--- src/rtl/tkl_pkg.sv ---
package tkl_pkg;

  typedef enum logic [1:0] {
    ST_IDLE = 2'd0,
    ST_WAIT = 2'd1,
    ST_HOLD = 2'd2
  } req_state_e;

  // number of set bits of v strictly below position idx
  function automatic int count_below(input logic [31:0] v, input int idx);
    int n;
    n = 0;
    for (int k = 0; k < 32; k++) begin
      if (k < idx && v[k]) n++;
    end
    return n;
  endfunction

  // total number of set bits of v
  function automatic int count_all(input logic [31:0] v);
    return count_below(v, 32);
  endfunction

endpackage

--- src/rtl/tkl_slot.sv ---
module tkl_slot #(
  parameter int CNT_W = 3
) (
  input  logic             clk_i,
  input  logic             rst_ni,
  input  logic [CNT_W-1:0] take_cnt_i,
  input  logic             advance_i,
  output logic [CNT_W-1:0] next_o,
  output logic [CNT_W-1:0] serving_o
);

  logic [CNT_W-1:0] next_q, serving_q;

  always_ff @(posedge clk_i) begin
    if (!rst_ni) begin
      next_q    <= '0;
      serving_q <= '0;
    end else begin
      next_q <= next_q + take_cnt_i;
      if (advance_i) serving_q <= serving_q + 1'b1;
    end
  end

  assign next_o    = next_q;
  assign serving_o = serving_q;

endmodule

--- src/rtl/tkl_client.sv ---
module tkl_client
  import tkl_pkg::*;
#(
  parameter int CNT_W  = 3,
  parameter int LOCK_W = 1
) (
  input  logic              clk_i,
  input  logic              rst_ni,
  input  logic              take_i,
  input  logic [LOCK_W-1:0] sel_i,
  input  logic [CNT_W-1:0]  ticket_i,
  input  logic [CNT_W-1:0]  serving_i,
  input  logic              rel_i,
  output logic              idle_o,
  output logic              grant_o,
  output logic              err_o,
  output logic [LOCK_W-1:0] lock_o,
  output logic [CNT_W-1:0]  ticket_o
);

  req_state_e        state_q;
  logic [CNT_W-1:0]  ticket_q;
  logic [LOCK_W-1:0] lock_q;
  logic              err_q;
  logic              my_turn;

  assign my_turn = (ticket_q == serving_i);

  always_ff @(posedge clk_i) begin
    if (!rst_ni) begin
      state_q  <= ST_IDLE;
      ticket_q <= '0;
      lock_q   <= '0;
      err_q    <= 1'b0;
    end else begin
      err_q <= rel_i && (state_q != ST_HOLD);
      unique case (state_q)
        ST_IDLE: if (take_i) begin
          ticket_q <= ticket_i;
          lock_q   <= sel_i;
          state_q  <= ST_WAIT;
        end
        ST_WAIT: if (my_turn) state_q <= ST_HOLD;
        ST_HOLD: if (rel_i) state_q <= ST_IDLE;
        default: state_q <= ST_IDLE;
      endcase
    end
  end

  assign idle_o   = (state_q == ST_IDLE);
  assign grant_o  = (state_q == ST_HOLD);
  assign err_o    = err_q;
  assign lock_o   = lock_q;
  assign ticket_o = ticket_q;

endmodule

--- src/rtl/tkl_unit.sv ---
module tkl_unit
  import tkl_pkg::*;
#(
  parameter int NUM_REQ   = 4,
  parameter int NUM_LOCKS = 2,
  parameter int LOCK_W    = (NUM_LOCKS > 1) ? $clog2(NUM_LOCKS) : 1
) (
  input  logic                      clk_i,
  input  logic                      rst_ni,
  input  logic [NUM_REQ-1:0]        acq_i,
  input  logic [NUM_REQ*LOCK_W-1:0] acq_lock_i,
  input  logic [NUM_REQ-1:0]        rel_i,
  output logic [NUM_REQ-1:0]        grant_o,
  output logic [NUM_REQ-1:0]        err_o
);

  localparam int CNT_W = $clog2(NUM_REQ + 1);

  // named internal events, also observed by the checker
  logic [NUM_REQ-1:0]                  idle, take, adv_req;
  logic [NUM_REQ-1:0][LOCK_W-1:0]      sel, lock_of;
  logic [NUM_REQ-1:0][CNT_W-1:0]       base_tk, tk_of, serv_of;
  logic [NUM_LOCKS-1:0][NUM_REQ-1:0]   take_mask;
  logic [NUM_LOCKS-1:0][CNT_W-1:0]     take_cnt, next_tk, serv_tk;
  logic [NUM_LOCKS-1:0]                lock_adv;

  // acquire split by lock, tickets ranked in ascending requester order
  always_comb begin
    for (int i = 0; i < NUM_REQ; i++) begin
      sel[i]  = acq_lock_i[i*LOCK_W +: LOCK_W];
      take[i] = acq_i[i] && idle[i] &&
                ({1'b0, sel[i]} < (LOCK_W+1)'(NUM_LOCKS));
      adv_req[i] = rel_i[i] && grant_o[i];
    end
    for (int l = 0; l < NUM_LOCKS; l++) begin
      lock_adv[l] = 1'b0;
      for (int i = 0; i < NUM_REQ; i++) begin
        take_mask[l][i] = take[i] && (sel[i] == LOCK_W'(l));
        if (adv_req[i] && (lock_of[i] == LOCK_W'(l))) lock_adv[l] = 1'b1;
      end
      take_cnt[l] = CNT_W'(count_all(32'(take_mask[l])));
    end
    for (int i = 0; i < NUM_REQ; i++) begin
      base_tk[i] = '0;
      serv_of[i] = '0;
      for (int l = 0; l < NUM_LOCKS; l++) begin
        if (sel[i] == LOCK_W'(l))
          base_tk[i] = next_tk[l] + CNT_W'(count_below(32'(take_mask[l]), i));
        if (lock_of[i] == LOCK_W'(l))
          serv_of[i] = serv_tk[l];
      end
    end
  end

  for (genvar l = 0; l < NUM_LOCKS; l++) begin : g_slot
    tkl_slot #(.CNT_W(CNT_W)) i_slot (
      .clk_i      (clk_i),
      .rst_ni     (rst_ni),
      .take_cnt_i (take_cnt[l]),
      .advance_i  (lock_adv[l]),
      .next_o     (next_tk[l]),
      .serving_o  (serv_tk[l])
    );
  end

  for (genvar i = 0; i < NUM_REQ; i++) begin : g_client
    tkl_client #(.CNT_W(CNT_W), .LOCK_W(LOCK_W)) i_client (
      .clk_i     (clk_i),
      .rst_ni    (rst_ni),
      .take_i    (take[i]),
      .sel_i     (sel[i]),
      .ticket_i  (base_tk[i]),
      .serving_i (serv_of[i]),
      .rel_i     (rel_i[i]),
      .idle_o    (idle[i]),
      .grant_o   (grant_o[i]),
      .err_o     (err_o[i]),
      .lock_o    (lock_of[i]),
      .ticket_o  (tk_of[i])
    );
  end

endmodule

--- config.mk ---
export PLATFORM = sky130hd
export DESIGN_NAME = tkl_unit
export DESIGN_NICKNAME = d
export VERILOG_FILES = /design/src/rtl/tkl_pkg.sv /design/src/rtl/tkl_slot.sv /design/src/rtl/tkl_client.sv /design/src/rtl/tkl_unit.sv
export SDC_FILE = /design/constraint.sdc
export NUM_CORES = 1
export LEC_CHECK = 0
export BUFFER_PORTS_ARGS = -buffer_cell sky130_fd_sc_hd__buf_2
export CAP_MARGIN = 10
export CELL_PAD_IN_SITES_DETAIL_PLACEMENT = 1
export CELL_PAD_IN_SITES_GLOBAL_PLACEMENT = 2
export CORE_UTILIZATION = 35
export DETAILED_ROUTE_END_ITERATION = 12
export PLACE_DENSITY = 0.77
export SYNTH_ARGS = -nofsm -noshare
export SYNTH_HDL_FRONTEND = slang
export SYNTH_SLANG_ARGS = --single-unit
--- constraint.sdc ---
create_clock -name clk_i -period 2.85 [get_ports clk_i]
set_clock_uncertainty 0.15 [all_clocks]
set_input_delay 0 -clock clk_i [delete_from_list [all_inputs] [get_ports clk_i]]
set_output_delay 0 -clock clk_i [all_outputs]
set_load 0.02 [all_outputs]
==> impl_results.md, run 1 <==
* Top Ports at 22
* FMAX at 365.4 MHz
* Root Buffer: clkbuf_8
* Initial Utilization at 0.3605
* Sequential share of power at 0.384
* Largest delay share family, worst path: adder cells
* Clk pwr share at 0.238
* Remaining Overflow, GRT at 0
* Share of cells above drive strength 1 at 0.2351
* TritonCTS sink count at 40
* CP Cell Sequence: nor4b_4 -> inv_2 -> ha_4 -> xor2_2 -> ha_1 -> inv_1 -> mux2_4 -> fa_2 -> xor2_1 -> xnor2_1 -> and2_1
* Mapped Area at 2771 sq um
* Max Slew Vio Count at 0
* IO buf count at 21
* Core Box Area at 7687 sq um
* Worst-margin pin slew at 637.4 ps
* Most common cell after layout, fill and taps aside: dfxtp_1
* Period utilization at 0.9602
* Setup CP Type: reg2reg
* Setup_tns at 0 ps
* Max_cap viols at 0
* Most frequent cells in the layout: dfxtp_1, xnor2_1, mux2i_1, buf_2, inv_1
* Vias per cell at 4.843
* Power Density at 632.6 nW/um^2
* Synthesized flop and latch total at 40
* ANT cells at 0
* DRC viols at 0
* Pre-CTS WS at 51.51 ps
* HP Class: in2reg
* CTS tree: yes
* Total CTS buffers at 5
* Tot GR Track Use at 0.1677
* Vias in the first global route at 2213
* Via count at 2039
* DRT antenna net count at 0
* RSZ-0062 raised after global routing: false
* Internal power at 1.316 mW
* Logic pwr share at 0.378
* Mapped Cells at 287
* Clock Latency Late Sink at 290 ps
* Total power at 2.056 mW
* Synthesized net count at 321
* Global placement routability congestion at 0.7729
* Net Sw Power at 739.3 uW
* Leakage at 1.449 nW
* Switching portion of total power at 0.3596
* Maximum root-to-sink buffer count at 2
* Worst endpoint required time at 2890 ps
* Yosys warnings at 0
* Setup WS post-layout at 113.5 ps
* Status: complete, no violations
* Htree depth at 2
* Detailed-route wire length per cell at 15.27 microns
* CP endpoint kind: flop
* DP HPWL at 5.008 mm
* Final Hold Viols at 0
* Critical path launch point type: flop
* VDD IR-drop max at 0.0003044 V
* Num rows at 32
* DRT iter0 DRCs at 56
* Register area share after synthesis at 0.2889
* Average size of a mapped cell at 9.656 sq um
* Post-synthesis async set-or-reset flop share at 0
* Nets at 352
* Max incr delay on CP at 350 ps
* Post-synth top flop: dfxtp_1
* Die area at 8278 sq um
* Number of enable flip-flop cells after synthesis at 0
* Worst-path maximum fanout at 3
* Final wirelength at 6.428 mm
* Critical path buffers and inverters at 2
* Synth unique cells at 44
* Die H at 90.99 microns
* Period minus WS final at 2737 ps
* Final setup viols at 0
* Die X at 90.99 microns
* First-pass GRT wire length at 11.04 mm
* Largest net degree at the start of global routing at 41
* Slowest stage cell, crit path: dfxtp_2
* Clock transition at the registers of the reported paths at 90 ps
* Worst hold margin at 24.21 ps
* Area grow syn2layout at 17.25%
* Initial antenna violation count at 0
* Crit path arrival time at 2780 ps
* Worst relative slew slack at 0.5751
* Pre-antenna DRT Iters at 3
==> per-layer routing <==
| layer | GRT usage | wire length (microns) | vias to the layer above | part of all wire |
|---|---|---|---|---|
| met5 | 0 | 0 | - | 0 |
| met2 | 0.2891 | 3084 | 18 | 0.48 |
| met4 | 0.02778 | 53 | 0 | 0.0082 |
| met3 | 0.02596 | 127 | 4 | 0.020 |
| li1 | - | - | 1034 | - |
| met1 | 0.2236 | 3162 | 983 | 0.49 |
==> synth_stat cells, types with 2 or more instances <==
cell type | n | share of area
ha_1 | 16 | 0.072
a21oi_1 | 5 | 0.0090
o21ai_0 | 8 | 0.014
mux2_2 | 2 | 0.0081
buf_2 | 7 | 0.013
buf_4 | 8 | 0.022
xnor2_1 | 24 | 0.076
clkbuf_1 | 5 | 0.0068
dfxtp_1 | 40 | 0.29
nor4b_4 | 3 | 0.026
nor3_1 | 5 | 0.0090
and2_1 | 11 | 0.025
inv_1 | 20 | 0.027
nand2b_1 | 7 | 0.016
and4bb_4 | 2 | 0.012
xor2_1 | 9 | 0.028
and4bb_1 | 4 | 0.018
nand4b_1 | 4 | 0.013
nor3b_2 | 3 | 0.014
a31oi_1 | 5 | 0.011
and3_1 | 5 | 0.011
o211a_1 | 7 | 0.025
nor2_1 | 11 | 0.015
o21a_1 | 4 | 0.011
nor2b_1 | 10 | 0.023
fa_1 | 4 | 0.029
mux2i_1 | 23 | 0.083
nand4_1 | 2 | 0.0045
nand2_1 | 13 | 0.018
nor3b_1 | 6 | 0.016
==> flip-flops by register name, indices dropped and copies added (netlist names) <==
register	count
g_slot.i_slot.next_o	6
g_client.i_client.state_q	8
g_client.i_client.lock_o	4
g_client.i_client.ticket_o	12
g_slot.i_slot.serving_o	6
g_client.i_client.err_o	4
==> worst register-to-register path, delay by kind of cell (launching register included) <==
family        cells  cell delay [ps]
xor+xnor          3              460
fa+ha+maj         3              870
buf+inv           2              110
flops             1              350
mux               1              250
simple gates      2              440
==> stage by stage <==
stage	std cells	instance area (sq um)	utilization
6_report	421	3249	0.4227
5_1_grt	421	3249	0.4227
4_1_cts	420	3211	0.4176
3_5_place_dp	406	3035	0.3949
3_3_place_gp	406	3035	0.3949
2_1_floorplan	287	2800	-
==> worst paths after layout <==
check                                   start                               end  slack (ps)  depth (start not counted)
max           g_client[1].i_client.state_q[1]        g_slot[0].i_slot.next_o[2]         110                         11
min                             acq_lock_i[3]  g_client[3].i_client.ticket_o[0]          20                          4
max reg2reg   g_client[1].i_client.state_q[1]        g_slot[0].i_slot.next_o[2]         110                         11
min reg2reg  g_client[1].i_client.ticket_o[0]  g_client[1].i_client.ticket_o[0]         350                          2
==> timing repair <==
item	CTS	global route
endpoints found under the hold margin	9	0
setup endpoints to repair	0	2
resized for setup	0	6
hold buffers	6	0
buffers inserted	0	1
==> final cells by class <==
class | instances | area, sq um
Fill cell | 916 | 4438
Multi-Input combinational cell | 206 | 1827
Sequential cell | 40 | 804.5
Timing Repair Buffer | 45 | 300.3
Tap cell | 102 | 127.6
Inverter | 20 | 75.07
Clock buffer | 5 | 68.82
Clock inverter | 3 | 46.29
==> cell families after synthesis <==
family	after synthesis	synth area share
AND/OR/NAND/NOR	92	0.2451
buffers and inverters	41	0.07223
flip-flops	40	0.2889
AO/OA/AOI/OAI	34	0.08759
XOR/XNOR	34	0.1102
multiplexers	25	0.09120
adder cells (fa/ha/maj)	21	0.1047
==> power groups by stage <==
stage | clock network (mW) | logic [mW] | registers (mW)
detailed placement | 0 | 0.767 | 0.805
floorplan | 0 | 0.587 | 0.753
global placement | 0 | 0.753 | 0.800
finish | 0.490 | 0.776 | 0.789
CTS | 0.509 | 0.778 | 0.792
global route | 0.531 | 0.890 | 0.808
Note: power is estimated with default switching activity, not from simulation.
==> run 2, diff against run 1 <==
Settings changed: CORE_ASPECT_RATIO set to 1.2, HOLD_SLACK_MARGIN set to 0.08, REMOVE_ABC_BUFFERS set to 1.
==> run 2 against run 1 <==
Effect of this change:
- die area about the same
- routed wire length increased by 3.4%
- first-iteration DRC count decreased by 34%
- clock power decreased by 20%
- non-clock buffer count increased by 4
- core utilization increased by 0.11 points
- count of clock-buffer cells in the layout increased by 2
- worst setup slack got worse by 55 ps
- via count increased by 0.39%
- final area about the same
- critical endpoint unchanged
- register-to-register slack got worse by 60 ps
==> impl_results.md, run 2 (same netlist as run 1, synthesis figures left out) <==
* Vias in the first global route at 2092 (-5.5%)
* Top Ports at 22 (unchanged)
* Period utilization at 0.9796 (+0.01941)
* Die area at 8279 sq um (about the same)
* Global placement routability congestion at 0.7866 (+1.8%)
* Critical path origin: g_client[1].i_client.state_q[0]
* Worst endpoint required time at 2900 ps (about the same)
* Pre-antenna DRT Iters at 4 (+1)
* Area grow syn2layout at 17.20% (about the same)
* Share of cells above drive strength 1 at 0.2322 (-0.002912)
* DP HPWL at 4.957 mm (-1.0%)
* Crit path arrival time at 2840 ps (+60 ps)
* DRT antenna net count at 0 (unchanged)
* Root Buffer: clkbuf_8
* Maximum root-to-sink buffer count at 2 (unchanged)
* Die H at 99.48 microns (+9.3%)
* Multi-input gate area at 1826 sq um (about the same)
* Hold depth at 4 (unchanged)
* Via count at 2047 (+0.39%)
* DRC viols at 0 (unchanged)
* DRT iter0 DRCs at 37 (-34%)
* Final Hold Viols at 0 (unchanged)
* Total power at 1.966 mW (-4.4%)
* Detailed-route wire length per cell at 16.02 microns (+4.9%)
* ANT cells at 0 (unchanged)
* R2R Setup Slk at 60 ps (-60 ps)
* Clock transition at the registers of the reported paths at 80 ps (about the same)
* Pre-CTS WS at -107.5 ps (-159.0 ps)
* Core Box Area at 7664 sq um (-0.31%)
* Initial Utilization at 0.3616 (+0.001118)
* RSZ-0062 raised after global routing: true
* Most common cell after layout, fill and taps aside: dfxtp_1
* Critical path launch point type: flop
* Most frequent cells in the layout: dfxtp_1, xnor2_1, mux2i_1, buf_2, buf_4
* Max incr delay on CP at 340 ps (about the same)
* TritonCTS sink count at 40 (unchanged)
* FMAX at 358.2 MHz (-2.0%)
* Post-Layout Cell Count at 415 (-1.4%)
* Placed cell count at 397 (-2.2%)
* Slowest stage cell, crit path: dfxtp_2
* Worst-margin pin slew at 693.9 ps (+56.55 ps)
* Fill cell count at 879 (-4.0%)
* Power Density at 605.3 nW/um^2 (-4.3%)
* Tot GR Track Use at 0.1697 (+0.001938)
* Worst hold margin at 84.49 ps (+60.27 ps)
* Area of placed instances at 3002 sq um (-1.1%)
* RR Endpoint: g_slot[0].i_slot.next_o[2]
* Num rows at 35 (+9.4%)
* Fin area at 3248 sq um (about the same)
* Max_cap viols at 0 (unchanged)
* Vias per cell at 4.933 (+1.8%)
* Htree depth at 2 (unchanged)
* Reg area at 804.5 sq um (unchanged)
* HP Class: in2reg
* Largest net degree at the start of global routing at 41 (unchanged)
* Max Slew Vio Count at 0 (unchanged)
* Period minus WS final at 2792 ps (+55.31 ps)
* Worst R2R Start: g_client[1].i_client.state_q[0]
* CP Cell Sequence: nor4b_4 -> inv_2 -> ha_4 -> xor2_2 -> ha_1 -> inv_1 -> mux2_2 -> fa_2 -> xor2_1 -> xnor2_1 -> and2_1
* Leakage at 1.447 nW (-0.15%)
* Max reg flops at 12 (unchanged)
* Die X at 83.23 microns (-8.5%)
* VDD IR-drop max at 0.0002868 V (-5.8%)
* Initial antenna violation count at 0 (unchanged)
* Total CTS buffers at 5 (unchanged)
* IO buf count at 21 (unchanged)
* Hold Path Sink: g_client[1].i_client.lock_o
* Setup WS post-layout at 58.18 ps (-55.31 ps)
* Remaining Overflow, GRT at 0 (unchanged)
* Worst-path maximum fanout at 2 (-1)
* Final setup viols at 0 (unchanged)
* CP endpoint kind: flop
* Status: complete, no violations
* Clock Latency Late Sink at 300 ps (about the same)
* Worst R2R Path Depth at 11 (unchanged)
* Worst relative slew slack at 0.5364 (-0.03870)
* Setup CP Type: reg2reg
* Final wirelength at 6.649 mm (+3.4%)
* Nets at 356 (+1.1%)
* First-pass GRT wire length at 10.92 mm (-1.1%)
* Hold Path Origin: acq_lock_i[1]
* CTS tree: yes
==> run 2: cell count changes in the layout (fill, tap and decap cells not counted) <==
cell | before | now
dlygate4sd3_1 | 6 | 10
mux2_2 | 1 | 2
buf_4 | 18 | 19
ha_1 | 14 | 13
clkinvlp_4 | 1 | 0
bufinv_16 | 1 | 0
clkbuf_1 | 0 | 2
buf_2 | 21 | 20
inv_2 | 1 | 2
inv_6 | 1 | 0
inv_1 | 19 | 18
clkinv_4 | 0 | 1
ha_2 | 0 | 1
mux2_4 | 1 | 0
==> run 2: final cells by class <==
cell class / count / area share
multi-input combinational: 206 / 0.5620
sequential: 40 / 0.2477
timing repair buffer: 49 / 0.1055
tap: 92 / 0.03544
clock buffer: 7 / 0.02350
inverter: 20 / 0.02311
clock inverter: 1 / 0.002696
==> run 2: routing by layer <==
metal | wire length (microns) | part of all wire | global-route usage | up-vias
met3 | 134 | 0.020 | 0.02822 | 7
met5 | 0 | 0 | 0 | -
met1 | 3110 | 0.47 | 0.2155 | 972
li1 | - | - | - | 1047
met2 | 3332 | 0.50 | 0.2982 | 21
met4 | 70 | 0.011 | 0.04377 | 0
==> run 2: worst max-delay path by stage <==
stage | cells past startpoint | slack, ps | endpoint
floorplan | 11 | -160 | g_slot[0].i_slot.next_o[2]
global route | 11 | -60 | g_slot[0].i_slot.next_o[2]
global placement | 11 | -40 | g_slot[0].i_slot.next_o[2]
detailed placement | 11 | -110 | g_slot[0].i_slot.next_o[2]
finish | 11 | 60 | g_slot[0].i_slot.next_o[2]
CTS | 11 | 10 | g_slot[0].i_slot.next_o[2]
==> run 2: timing repair <==
| item | in CTS | in global routing |
|---|---|---|
| endpoints found under the hold margin | 17 | 0 |
| hold buffers | 10 | 0 |
| endpoints found under the setup margin | 2 | 3 |
| gates resized for setup | 9 | 4 |
| buffers inserted | 0 | 1 |
| pin swaps | 5 | 7 |
==> run 2: where the power goes <==
| group | total, mW | switching, mW | internal (mW) | leakage (nW) |
|---|---|---|---|---|
| Clock | 0.394 | 0.218 | 0.175 | 0.0424 |
| Sequential | 0.790 | 0.134 | 0.656 | 0.330 |
| Combinational | 0.782 | 0.381 | 0.401 | 1.07 |
==> run 2: through the flow <==
step,TNS (ps),util
2_1_floorplan,-178.5,-
3_3_place_gp,-46.83,0.3917
3_5_place_dp,-191.5,0.3917
4_1_cts,0,0.4206
5_1_grt,-122.4,0.4238
6_report,0,0.4238
==> run 2: worst max-delay path: cells and delay by family (launching register included) <==
family / cells / cell delay, ps
fa+ha+maj: 3 / 920
buf+inv: 2 / 110
simple gates: 2 / 460
mux: 1 / 270
flops: 1 / 340
xor+xnor: 3 / 460
==> run 3, diff against run 2 <==
Settings changed: PLACE_DENSITY 0.77 to not set, PLACE_DENSITY_LB_ADDON set to 0.3.
==> run 3 against run 2 <==
Effect of this change:
- worst hold slack gained 13 ps
- routed wire length grew 3.6%
- final cell count grew 0.96%
- final area grew 2.0%
- count of clock-buffer cells in the layout grew 1
- sequential cell count is the same
- largest power group is now combinational logic
- highest routed layer unchanged
==> impl_results.md, run 3 (same netlist as run 1, synthesis figures left out) <==
* Via count at 2107 (+2.9%)
* GRT Max-Usage Layer: met2
* Die X at 83.23 microns (unchanged)
* HP Class: in2reg
* Final wirelength at 6.890 mm (+3.6%)
* Num rows at 35 (unchanged)
* Initial Utilization at 0.3616 (unchanged)
* Setup_tns at 0 ps (unchanged)
* Share of cells above drive strength 1 at 0.2569 (+0.02468)
* VDD IR-drop max at 0.0002100 V (-27%)
* IO buf count at 21 (unchanged)
* Vias per cell at 5.029 (+1.9%)
* Fin util at 0.4323 (+0.008490)
* Tot GR Track Use at 0.1842 (+0.01448)
* First-pass GRT wire length at 11.67 mm (+6.8%)
* TritonCTS sink count at 40 (unchanged)
* Setup CP Type: reg2reg
* CP endpoint kind: flop
* Die area at 8279 sq um (unchanged)
* CTS tree: yes
* Max_cap viols at 0 (unchanged)
* DRT antenna net count at 0 (unchanged)
* Die H at 99.48 microns (unchanged)
* Pre-antenna DRT Iters at 3 (-1)
* Global routing usage on met2 at 0.3398 (+0.04161)
* Initial antenna violation count at 0 (unchanged)
* Total CTS buffers at 5 (unchanged)
* DRC viols at 0 (unchanged)
* Leakage at 1.485 nW (+2.6%)
* Power Density at 604.9 nW/um^2 (about the same)
* Core Box Area at 7664 sq um (unchanged)
* RSZ-0062 raised after global routing: true
* Most frequent cells in the layout: dfxtp_1, xnor2_1, mux2i_1, buf_4, buf_2
* Htree depth at 2 (unchanged)
* Final Hold Viols at 0 (unchanged)
* Worst-path maximum fanout at 3 (+1)
* Final setup viols at 0 (unchanged)
* Max Slew Vio Count at 0 (unchanged)
* Clock transition at the registers of the reported paths at 80 ps (about the same)
* ANT cells at 0 (unchanged)
* Remaining Overflow, GRT at 0 (unchanged)
* DP HPWL at 5.128 mm (+3.4%)
* Status: complete, no violations
* Nets at 360 (+1.1%)
* Area grow syn2layout at 19.55%
* Largest net degree at the start of global routing at 41 (unchanged)
* Global placement routability congestion at 0.7955 (+1.1%)
* Worst-margin pin slew at 705.6 ps (+11.70 ps)
* Detailed-route wire length per cell at 16.44 microns (+2.6%)
* Maximum root-to-sink buffer count at 2 (unchanged)
* Root Buffer: clkbuf_8
* Worst endpoint required time at 2890 ps (about the same)
* Met1 usage at 0.2208 (+0.005337)
* Critical path launch point type: flop
* Vias in the first global route at 2268 (+8.4%)
* FMAX at 361.1 MHz (+0.82%)
* Top Ports at 22 (unchanged)
* Most common cell after layout, fill and taps aside: dfxtp_1
* M3 GR Usage at 0.02573 (-0.002490)
* Period utilization at 0.9716 (-0.007959)
* Worst relative slew slack at 0.5296 (-0.006801)
* Max reg flops at 12 (unchanged)
* Period minus WS final at 2769 ps (-22.68 ps)
* DRT iter0 DRCs at 38 (+2.7%)
* Clock Latency Late Sink at 300 ps (about the same)
* Crit path arrival time at 2810 ps (-30 ps)
==> run 3: final timing paths <==
| check | start | end | slack [ps] | cells past startpoint |
|---|---|---|---|---|
| setup reg to reg | g_client[0].i_client.state_q[1] | g_slot[0].i_slot.next_o[2] | 80 | 11 |
| hold reg to reg | g_client[1].i_client.ticket_o[0] | g_client[1].i_client.ticket_o[0] | 340 | 2 |
| hold / removal | acq_i[3] | g_client[3].i_client.ticket_o[2] | 100 | 4 |
| setup / recovery | g_client[0].i_client.state_q[1] | g_slot[0].i_slot.next_o[2] | 80 | 11 |
==> run 3: layout make-up <==
class                           count  area (sq um)
Fill cell                         869          4350
Clock buffer                        8         90.09
Sequential cell                    40         808.3
Multi-Input combinational cell    206          1843
Tap cell                           92         115.1
Inverter                           20         75.07
Timing Repair Buffer               53         381.6
==> run 3: through the flow <==
stage	power, mW	area, sq um	hold slack, ps	std cells	setup WS [ps]
after floorplan	1.295	2646	-32.27	266	-159.4
after global placement	1.560	3024	126.8	400	-30.32
after detailed placement	1.575	3024	130.6	400	-90.69
after CTS	2.013	3252	84.87	419	-3.910
after global routing	2.188	3313	131.0	419	-45.21
final	2.004	3313	97.77	419	80.86
==> run 3: critical path, cell delays in order, from the launching register on <==
cell and delay, ps:
dfxtp_2 340, nor4b_4 300, inv_2 80, ha_4 260
xor2_2 180, ha_1 310, inv_1 30, mux2_4 250
fa_2 330, xor2_1 150, xnor2_1 120, and2_1 160
==> run 3: repair_timing <==
item | CTS | global route
hold buffers | 11 | 0
pin swaps | 9 | 8
setup buffers | 0 | 1
gates resized for setup | 8 | 15
hold endpoints to repair | 18 | 0
setup endpoints to repair | 2 | 3
==> run 3: layer usage <==
metal | vias up | routed length (microns)
met5 | - | 0
li1 | 1053 | -
met4 | 0 | 77
met1 | 1030 | 3030
met2 | 19 | 3668
met3 | 5 | 114
==> run 3: report_power, final <==
group          internal (mW)  leakage [nW]  switching, mW
sequential             0.657         0.331          0.138
combinational          0.415          1.11          0.387
clock                  0.198        0.0455          0.209
total                   1.27          1.48          0.734
